### src/rtl/opr_pkg.sv
package opr_pkg;
  localparam int unsigned INSTR_W = 12;
  localparam int unsigned OPC_W   = 3;
  localparam logic [OPC_W-1:0] OPC_OPR = 3'd7;

  // bit k (0 = MSB) lives at index INSTR_W-1-k
  localparam int unsigned IX_GRP   = INSTR_W - 1 - 3;
  localparam int unsigned IX_CLA   = INSTR_W - 1 - 4;
  localparam int unsigned IX_CLL   = INSTR_W - 1 - 5;
  localparam int unsigned IX_CMA   = INSTR_W - 1 - 6;
  localparam int unsigned IX_CML   = INSTR_W - 1 - 7;
  localparam int unsigned IX_SK_LO = INSTR_W - 1 - 8;
  localparam int unsigned IX_SUB   = INSTR_W - 1 - 11;

  localparam int unsigned SUB_STEPS = 2;

  typedef enum logic [1:0] {
    GRP_NONE = 2'd0,
    GRP_ONE  = 2'd1,
    GRP_TWO  = 2'd2,
    GRP_EXT  = 2'd3
  } grp_e;

  typedef enum logic [2:0] {
    SK_NEVER = 3'd0,
    SK_ALWAYS = 3'd1,
    SK_ZERO = 3'd2,
    SK_NZERO = 3'd3,
    SK_NEG = 3'd4,
    SK_NNEG = 3'd5,
    SK_LEZ = 3'd6,
    SK_GTZ = 3'd7
  } skip_e;
endpackage

### src/rtl/opr_decode.sv
module opr_decode
  import opr_pkg::*;
(
  input  logic [INSTR_W-1:0] instr_i,
  output grp_e               grp_o,
  output skip_e              skip_code_o
);
  logic is_opr;
  assign is_opr = (instr_i[INSTR_W-1 -: OPC_W] == OPC_OPR);

  always_comb begin
    grp_o = GRP_NONE;
    if (is_opr) begin
      unique case ({instr_i[IX_GRP], instr_i[IX_SUB]})
        2'b10:   grp_o = GRP_TWO;
        2'b11:   grp_o = GRP_EXT;
        default: grp_o = GRP_ONE;
      endcase
    end
  end

  assign skip_code_o = skip_e'({instr_i[IX_CLL], instr_i[IX_CMA], instr_i[IX_SK_LO]});
endmodule

### src/rtl/opr_group1.sv
module opr_group1
  import opr_pkg::*;
#(
  parameter int unsigned DATA_W = 12
) (
  input  logic [INSTR_W-1:0] instr_i,
  input  logic [DATA_W-1:0]  ac_i,
  input  logic               link_i,
  output logic [DATA_W-1:0]  ac_o,
  output logic               link_o
);
  // state after each sub-step; index 0 is the input
  logic [DATA_W-1:0] ac_s   [SUB_STEPS+1];
  logic              link_s [SUB_STEPS+1];

  assign ac_s[0]   = ac_i;
  assign link_s[0] = link_i;

  for (genvar s = 0; s < SUB_STEPS; s++) begin : g_step
    if (s == 0) begin : g_clear
      assign ac_s[s+1]   = instr_i[IX_CLA] ? '0   : ac_s[s];
      assign link_s[s+1] = instr_i[IX_CLL] ? 1'b0 : link_s[s];
    end else begin : g_compl
      assign ac_s[s+1]   = instr_i[IX_CMA] ? ~ac_s[s]   : ac_s[s];
      assign link_s[s+1] = instr_i[IX_CML] ? ~link_s[s] : link_s[s];
    end
  end

  assign ac_o   = ac_s[SUB_STEPS];
  assign link_o = link_s[SUB_STEPS];
endmodule

### src/rtl/opr_skip_eval.sv
module opr_skip_eval
  import opr_pkg::*;
#(
  parameter int unsigned DATA_W = 12
) (
  input  logic [DATA_W-1:0] ac_i,
  input  skip_e             code_i,
  output logic              hit_o
);
  logic neg, zero;
  assign neg  = ac_i[DATA_W-1];
  assign zero = (ac_i == '0);

  always_comb begin
    unique case (code_i)
      SK_NEVER:  hit_o = 1'b0;
      SK_ALWAYS: hit_o = 1'b1;
      SK_ZERO:   hit_o = zero;
      SK_NZERO:  hit_o = !zero;
      SK_NEG:    hit_o = neg;
      SK_NNEG:   hit_o = !neg;
      SK_LEZ:    hit_o = neg || zero;
      SK_GTZ:    hit_o = !neg && !zero;
      default:   hit_o = 1'b0;
    endcase
  end
endmodule

### src/rtl/opr_exec_unit.sv
module opr_exec_unit
  import opr_pkg::*;
#(
  parameter int unsigned DATA_W = 12
) (
  input  logic              clk_i,
  input  logic              rst_ni,
  input  logic [11:0]       instr_i,
  input  logic [DATA_W-1:0] ac_i,
  input  logic              link_i,
  output logic [DATA_W-1:0] ac_o,
  output logic              link_o,
  output logic              skip_o,
  output logic              ext_o
);
  grp_e              grp;
  skip_e             skip_code;
  logic [DATA_W-1:0] g1_ac;
  logic              g1_link;
  logic              sk_hit;

  logic [DATA_W-1:0] ac_d;
  logic              link_d, skip_d, ext_d;

  opr_decode u_decode (
    .instr_i     (instr_i),
    .grp_o       (grp),
    .skip_code_o (skip_code)
  );

  opr_group1 #(.DATA_W(DATA_W)) u_group1 (
    .instr_i (instr_i),
    .ac_i    (ac_i),
    .link_i  (link_i),
    .ac_o    (g1_ac),
    .link_o  (g1_link)
  );

  opr_skip_eval #(.DATA_W(DATA_W)) u_skip (
    .ac_i   (ac_i),
    .code_i (skip_code),
    .hit_o  (sk_hit)
  );

  always_comb begin
    ac_d   = ac_i;
    link_d = link_i;
    skip_d = 1'b0;
    ext_d  = 1'b0;
    unique case (grp)
      GRP_ONE: begin
        ac_d   = g1_ac;
        link_d = g1_link;
      end
      GRP_TWO: skip_d = sk_hit;
      GRP_EXT: ext_d  = 1'b1;
      default: ;
    endcase
  end

  always_ff @(posedge clk_i or negedge rst_ni) begin
    if (!rst_ni) begin
      ac_o   <= '0;
      link_o <= 1'b0;
      skip_o <= 1'b0;
      ext_o  <= 1'b0;
    end else begin
      ac_o   <= ac_d;
      link_o <= link_d;
      skip_o <= skip_d;
      ext_o  <= ext_d;
    end
  end
endmodule

### config.mk
export PLATFORM = sky130hd
export DESIGN_NAME = opr_exec_unit
export DESIGN_NICKNAME = d
export VERILOG_FILES = /design/src/rtl/opr_pkg.sv /design/src/rtl/opr_decode.sv /design/src/rtl/opr_group1.sv /design/src/rtl/opr_skip_eval.sv /design/src/rtl/opr_exec_unit.sv
export SDC_FILE = /design/constraint.sdc
export NUM_CORES = 1
export LEC_CHECK = 0
export BUFFER_PORTS_ARGS = -buffer_cell sky130_fd_sc_hd__buf_2
export CORE_ASPECT_RATIO = 1.25
export CORE_UTILIZATION = 47
export DETAILED_ROUTE_END_ITERATION = 10
export PLACE_DENSITY = 0.78
export SETUP_SLACK_MARGIN = 0.1
export SYNTH_ARGS = -nofsm -noshare
export SYNTH_HDL_FRONTEND = slang
export SYNTH_HIERARCHICAL = 1
export SYNTH_SLANG_ARGS = --single-unit
### constraint.sdc
create_clock -name clk_i -period 0.8 [get_ports clk_i]
set_input_delay 0.04 -clock clk_i [delete_from_list [all_inputs] [get_ports clk_i]]
set_output_delay 0.04 -clock clk_i [all_outputs]
set_load 0.02 [all_outputs]
==> impl_metrics.ini, run 1 <==
[sta]
hold_slack_ps = 10.0
rsz0062_at_grt = true
relSlewSlack_pct = 78.0
hold_violations = 0
tns_ps = -1100
fin_ws_ps = -81.9
fin_crit_sh_pct = 110
timing.fmax_ghz = 1.13
min_period_ps = 882
setup_viol = 29
drv_slew = 0
worst_slew_pin_slew_ps = 330

[global_route]
antenna_found_initial = 0
grt_start_max_net_pins = 16
grt_pass1_vias = 747
grt_overflow = 0
grt_pass1_wl_um = 3240
track_usage_pct = 19.4

[drt]
routed_wl_um = 2080
ant_nets = 0
firstDrtPassIters = 6
drcViolationCount = 5
via_per_inst = 4.90
wl_per_cell_um = 14.0
drt_iter0_markers = 8
vias = 730

[cts]
clk_pin_slew_ps = 90
cts-root-buf = clkbuf_4
cts_max_level = 1
clock_sinks = 15
cts_tree = done
numCtsBuffers = 3
max-clock-path-buffers = 2

[floorplan]
die_h_um = 54.1
die-area_um2 = 2360
initial_utilization_pct = 50.9
die_x_um = 43.7
core_um2 = 2000
pin_count = 42
rows = 18

[logic_synthesis]
ys_ff_latch = 15
yosysWarnings = 6
synth_fp_nets = 103
ys_seq_area_share_pct = 36.8
syn_inst = 76
synthDistinctLibCells = 21
syn_area_um2 = 1020
syn_avg_cell_area_um2 = 13.4

[worst_setup_path]
critPathArrivalTime_ps = 1090
end_kind = register
crit_path_start_kind = primary input
path_max_fanout = 2
worstPathRequired_ps = 1010
crit_type = primary input to register

[placement]
placed_cell_area_um2 = 1310
post-dp-hpwl_um = 1450
gp_congestion = 0.732
numPortBuffers = 39
post-place-ws_ps = -400

[power_and_ir_drop]
cellPowerDensity_nw_per_um2 = 1250
finalPower_w = 0.00192
irDropWorstVdd_mv = 0.915
leakage_nw = 0.737

[layout]
area_growth_pct = 49.9
final_area_um2 = 1530
drive_above_1_share_pct = 71.3
antennaDiodeCount = 0
nNetsFinal = 157

[hold_path]
hold_path.class = primary input to register

[run_status]
outcome = finished, violations left
violations = design-rule violations, negative setup slack

[job]
drv_cap = 0
cell type report:
class,count,area [um^2]
multi-input combinational,53,632
fill,122,474
timing repair buffer,55,463
sequential,15,375
tap,20,25.0
clock buffer,3,22.5
inverter,2,7.51
clock inverter,1,5.00
critical path, cell delays in order:
cell,delay (ps)
buf_8,100
nor4_4,300
a41oi_2,220
xnor2_1,250
nand2_1,80
nor2_1,100
report_power, final:
group	leakage (nW)	switching [W]	internal, W	total [W]
logic	0.540	0.000279	0.000386	0.000664
registers	0.179	0.0000231	0.000806	0.000830
clock network	0.0177	0.000240	0.000185	0.000425
total	0.737	0.000542	0.00138	0.00192
synthesized netlist by cell type:
cell | n | area, um^2
and2_1 | 1 | 6.26
mux2_2 | 3 | 33.8
xnor2_1 | 13 | 114
nand2b_4 | 10 | 138
and2_2 | 1 | 7.51
a21oi_2 | 1 | 8.76
nor2_1 | 3 | 11.3
nand3_2 | 1 | 10.0
nand2_1 | 1 | 3.75
nand2b_1 | 3 | 18.8
buf_4 | 3 | 22.5
nor4_2 | 2 | 25.0
buf_12 | 1 | 20.0
xnor2_2 | 1 | 16.3
buf_6 | 2 | 22.5
nor2b_4 | 1 | 13.8
a41oi_1 | 1 | 8.76
mux2_4 | 10 | 150
inv_1 | 2 | 7.51
nor3b_1 | 1 | 7.51
dfrtp_1 | 15 | 375
cells in the final DEF, fill, tap and decap left out:
cell,n
buf_6,20
buf_2,19
dfrtp_1,15
mux2_4,13
buf_4,13
xnor2_1,13
nand2b_4,10
clkbuf_4,3
nand2b_1,3
nor2_1,2
nor4_4,2
nor2b_4,1
and2_2,1
nand2_1,1
clkinv_2,1
dlygate4sd3_1,1
buf_8,1
buf_12,1
inv_1,1
nand3_4,1
a21oi_4,1
inv_2,1
nor2_2,1
xnor2_2,1
nor3b_2,1
and2_1,1
a41oi_2,1
through the flow:
stage               utilization [%]  std cells
floorplan                         -         76
global placement               65.3        144
detailed placement             65.3        144
CTS                            76.3        150
global route                   76.3        149
finish                         76.3        149
final timing paths:
check,cells after the start,slack (ps),start,to
min in group asynchronous,2,190,rst_ni,ac_o[2]
hold / removal,2,10,link_i,link_o
max in group asynchronous,2,360,rst_ni,ac_o[8]
setup / recovery,6,-80,ac_i[7],skip_o
cells by family (layout without fill, tap and decap cells):
family                 Yosys count  in the layout  synth area share [%]
AO/OA/AOI/OAI                    2              2                  1.72
AND/OR/NAND/NOR                 24             24                  23.7
flip-flops                      15             15                  36.8
multiplexers                    13             13                  18.0
XOR/XNOR                        14             14                  12.7
buffers and inverters            8             61                  7.11
flip-flops by register name, summed over array words and instances, names as in the netlist:
signal,cells
ext_o,1
ac_o,12
link_o,1
skip_o,1
per-layer routing:
layer	global-route usage, %	vias up	share of wire, %
met3	3.02	2	4.1
met5	0	-	0
li1	-	350	-
met4	6.25	0	1.1
met2	38.8	22	59
met1	20.2	356	36
repair_timing:
action | CTS | global route
hold buffers | 1 | 0
hold endpoints to repair | 15 | 0
pin swaps | 6 | 1
endpoints found under the setup margin | 29 | 29
gates resized for setup | 46 | 3
setup buffers | 1 | 0
Note: power is estimated with default switching activity, not from simulation.
==> run 2: changes to the inputs <==
Settings changed: RECOVER_POWER set to 50.
==> run 2 against run 1 <==
Compared with the run above: the flow still finishes with violations (design-rule violations, negative setup slack); maximum frequency stayed put; via count unchanged; count of clock-buffer cells in the layout stayed put; final cell count stayed put; sequential cell count unchanged; sequential share of layout area is the same; design area unchanged; critical path depth stayed put; critical path type unchanged.
==> impl_metrics.ini, run 2 (synthesized netlist as in run 1, its figures left out) <==
[run_status]
outcome = finished, violations left
violations = design-rule violations, negative setup slack

[drt]
via_per_inst = 4.90
wl_per_cell_um = 14.0
routed_wl_um = 2080
drcViolationCount = 5
ant_nets = 0
firstDrtPassIters = 6
vias = 730
drt_iter0_markers = 8

[floorplan]
rows = 18
pin_count = 42
core_um2 = 2000
die_x_um = 43.7
initial_utilization_pct = 50.9
die_h_um = 54.1
die-area_um2 = 2360

[layout]
final_core_util_pct = 76.3
largest-register = ac_o
final_common_cell = buf_6
largest_reg_flops = 12
fin_cells = 149
nNetsFinal = 157
mostFrequentLayoutCells = buf_6 (20), buf_2 (18), dfrtp_1 (15)
drive_above_1_share_pct = 71.3
final_area_um2 = 1530
antennaDiodeCount = 0
area_growth_pct = 49.9

[placement]
gp_congestion = 0.732
post-place-ws_ps = -400
post-dp-hpwl_um = 1450
numPortBuffers = 39
dpl.cell_count = 144
placed_cell_area_um2 = 1310

[sta]
fin_crit_sh_pct = 110
relSlewSlack_pct = 75.5
fin_ws_ps = -81.9
setup_viol = 29
worst_slew_pin_slew_ps = 367
min_period_ps = 882
tns_ps = -1100
hold_violations = 0
rsz0062_at_grt = true
timing.fmax_ghz = 1.13
drv_slew = 0

[worst_setup_path]
max_stage_delay_ps = 300
crit_type = primary input to register
slowest_stage = nor4_4
endpoint = skip_o
path_cells = buf_8, nor4_4, a41oi_2, xnor2_1, nand2_1, nor2_1
end_kind = register
critPathArrivalTime_ps = 1090
path_max_fanout = 2
crit_path_start_kind = primary input
crit_start = ac_i[7]
worstPathRequired_ps = 1010

[power_and_ir_drop]
cellPowerDensity_nw_per_um2 = 1250
irDropWorstVdd_mv = 0.915
leakage_nw = 0.737

[cts]
clk_pin_slew_ps = 90
clock_sinks = 15
numCtsBuffers = 3
cts_max_level = 1
cts_tree = done
max-clock-path-buffers = 2
cts-root-buf = clkbuf_4

[global_route]
antenna_found_initial = 0
grt_pass1_wl_um = 3240
grt_pass1_vias = 747
grt_start_max_net_pins = 16
track_usage_pct = 19.4
grt_overflow = 0

[job]
drv_cap = 0

[hold_path]
hold_path.class = primary input to register
run 2: cell count changes in the layout (fill, tap and decap cells not counted):
cell,previous run,this run
buf_2,19,18
clkbuf_2,0,1
run 2: how the worst min path moves through the flow:
| stage | start | end | slack, ps | cells past startpoint |
|---|---|---|---|---|
| after floorplan | rst_ni | ac_o[0] | -260 | 0 |
| after global placement | rst_ni | link_o | -50 | 1 |
| after detailed placement | rst_ni | link_o | -40 | 1 |
| after CTS | link_i | link_o | 8 | 2 |
| after global routing | link_i | link_o | 6 | 2 |
| final | link_i | link_o | 10 | 2 |
run 2: layout make-up:
cell class / instances / area (um^2)
fill: 122 / 474
clock inverter: 1 / 5.00
clock buffer: 3 / 22.5
inverter: 2 / 7.51
sequential: 15 / 375
tap: 20 / 25.0
timing repair buffer: 55 / 463
multi-input combinational: 53 / 632
run 2: metrics by stage:
stage          hold slack, ps  power [W]
6_report                 10.0    0.00192
5_1_grt                  5.55    0.00202
4_1_cts                  7.99    0.00191
3_5_place_dp            -44.8    0.00138
3_3_place_gp            -51.6    0.00137
2_1_floorplan            -256    0.00117
run 2: routing by layer:
layer,vias to the layer above,global-route usage (%),wire [um]
met3,2,3.02,86
met1,356,20.2,739
met2,22,38.8,1240
met5,-,0,0
met4,0,6.25,22
li1,350,-,-
run 2: where the power goes:
part / leakage [nW] / switching, W / total (W) / internal [W]
Sequential: 0.179 / 0.0000231 / 0.000830 / 0.000806
Clock: 0.0177 / 0.000240 / 0.000425 / 0.000185
Combinational: 0.540 / 0.000279 / 0.000664 / 0.000385
Total: 0.737 / 0.000542 / 0.00192 / 0.00138
run 2: critical path, delay by kind of cell:
kind	cells	cell delay [ps]
buffers and inverters	1	100
and+or+nand+nor	3	480
xor gates and xnor gates	1	250
AOI/OAI and AO/OA	1	220
run 2: repair_timing:
item,4_1_cts,5_1_grt
pin swaps,6,1
gates resized for setup,46,3
hold buffers,1,0
setup buffers,1,0
endpoints found under the setup margin,29,29
endpoints found under the hold margin,15,0
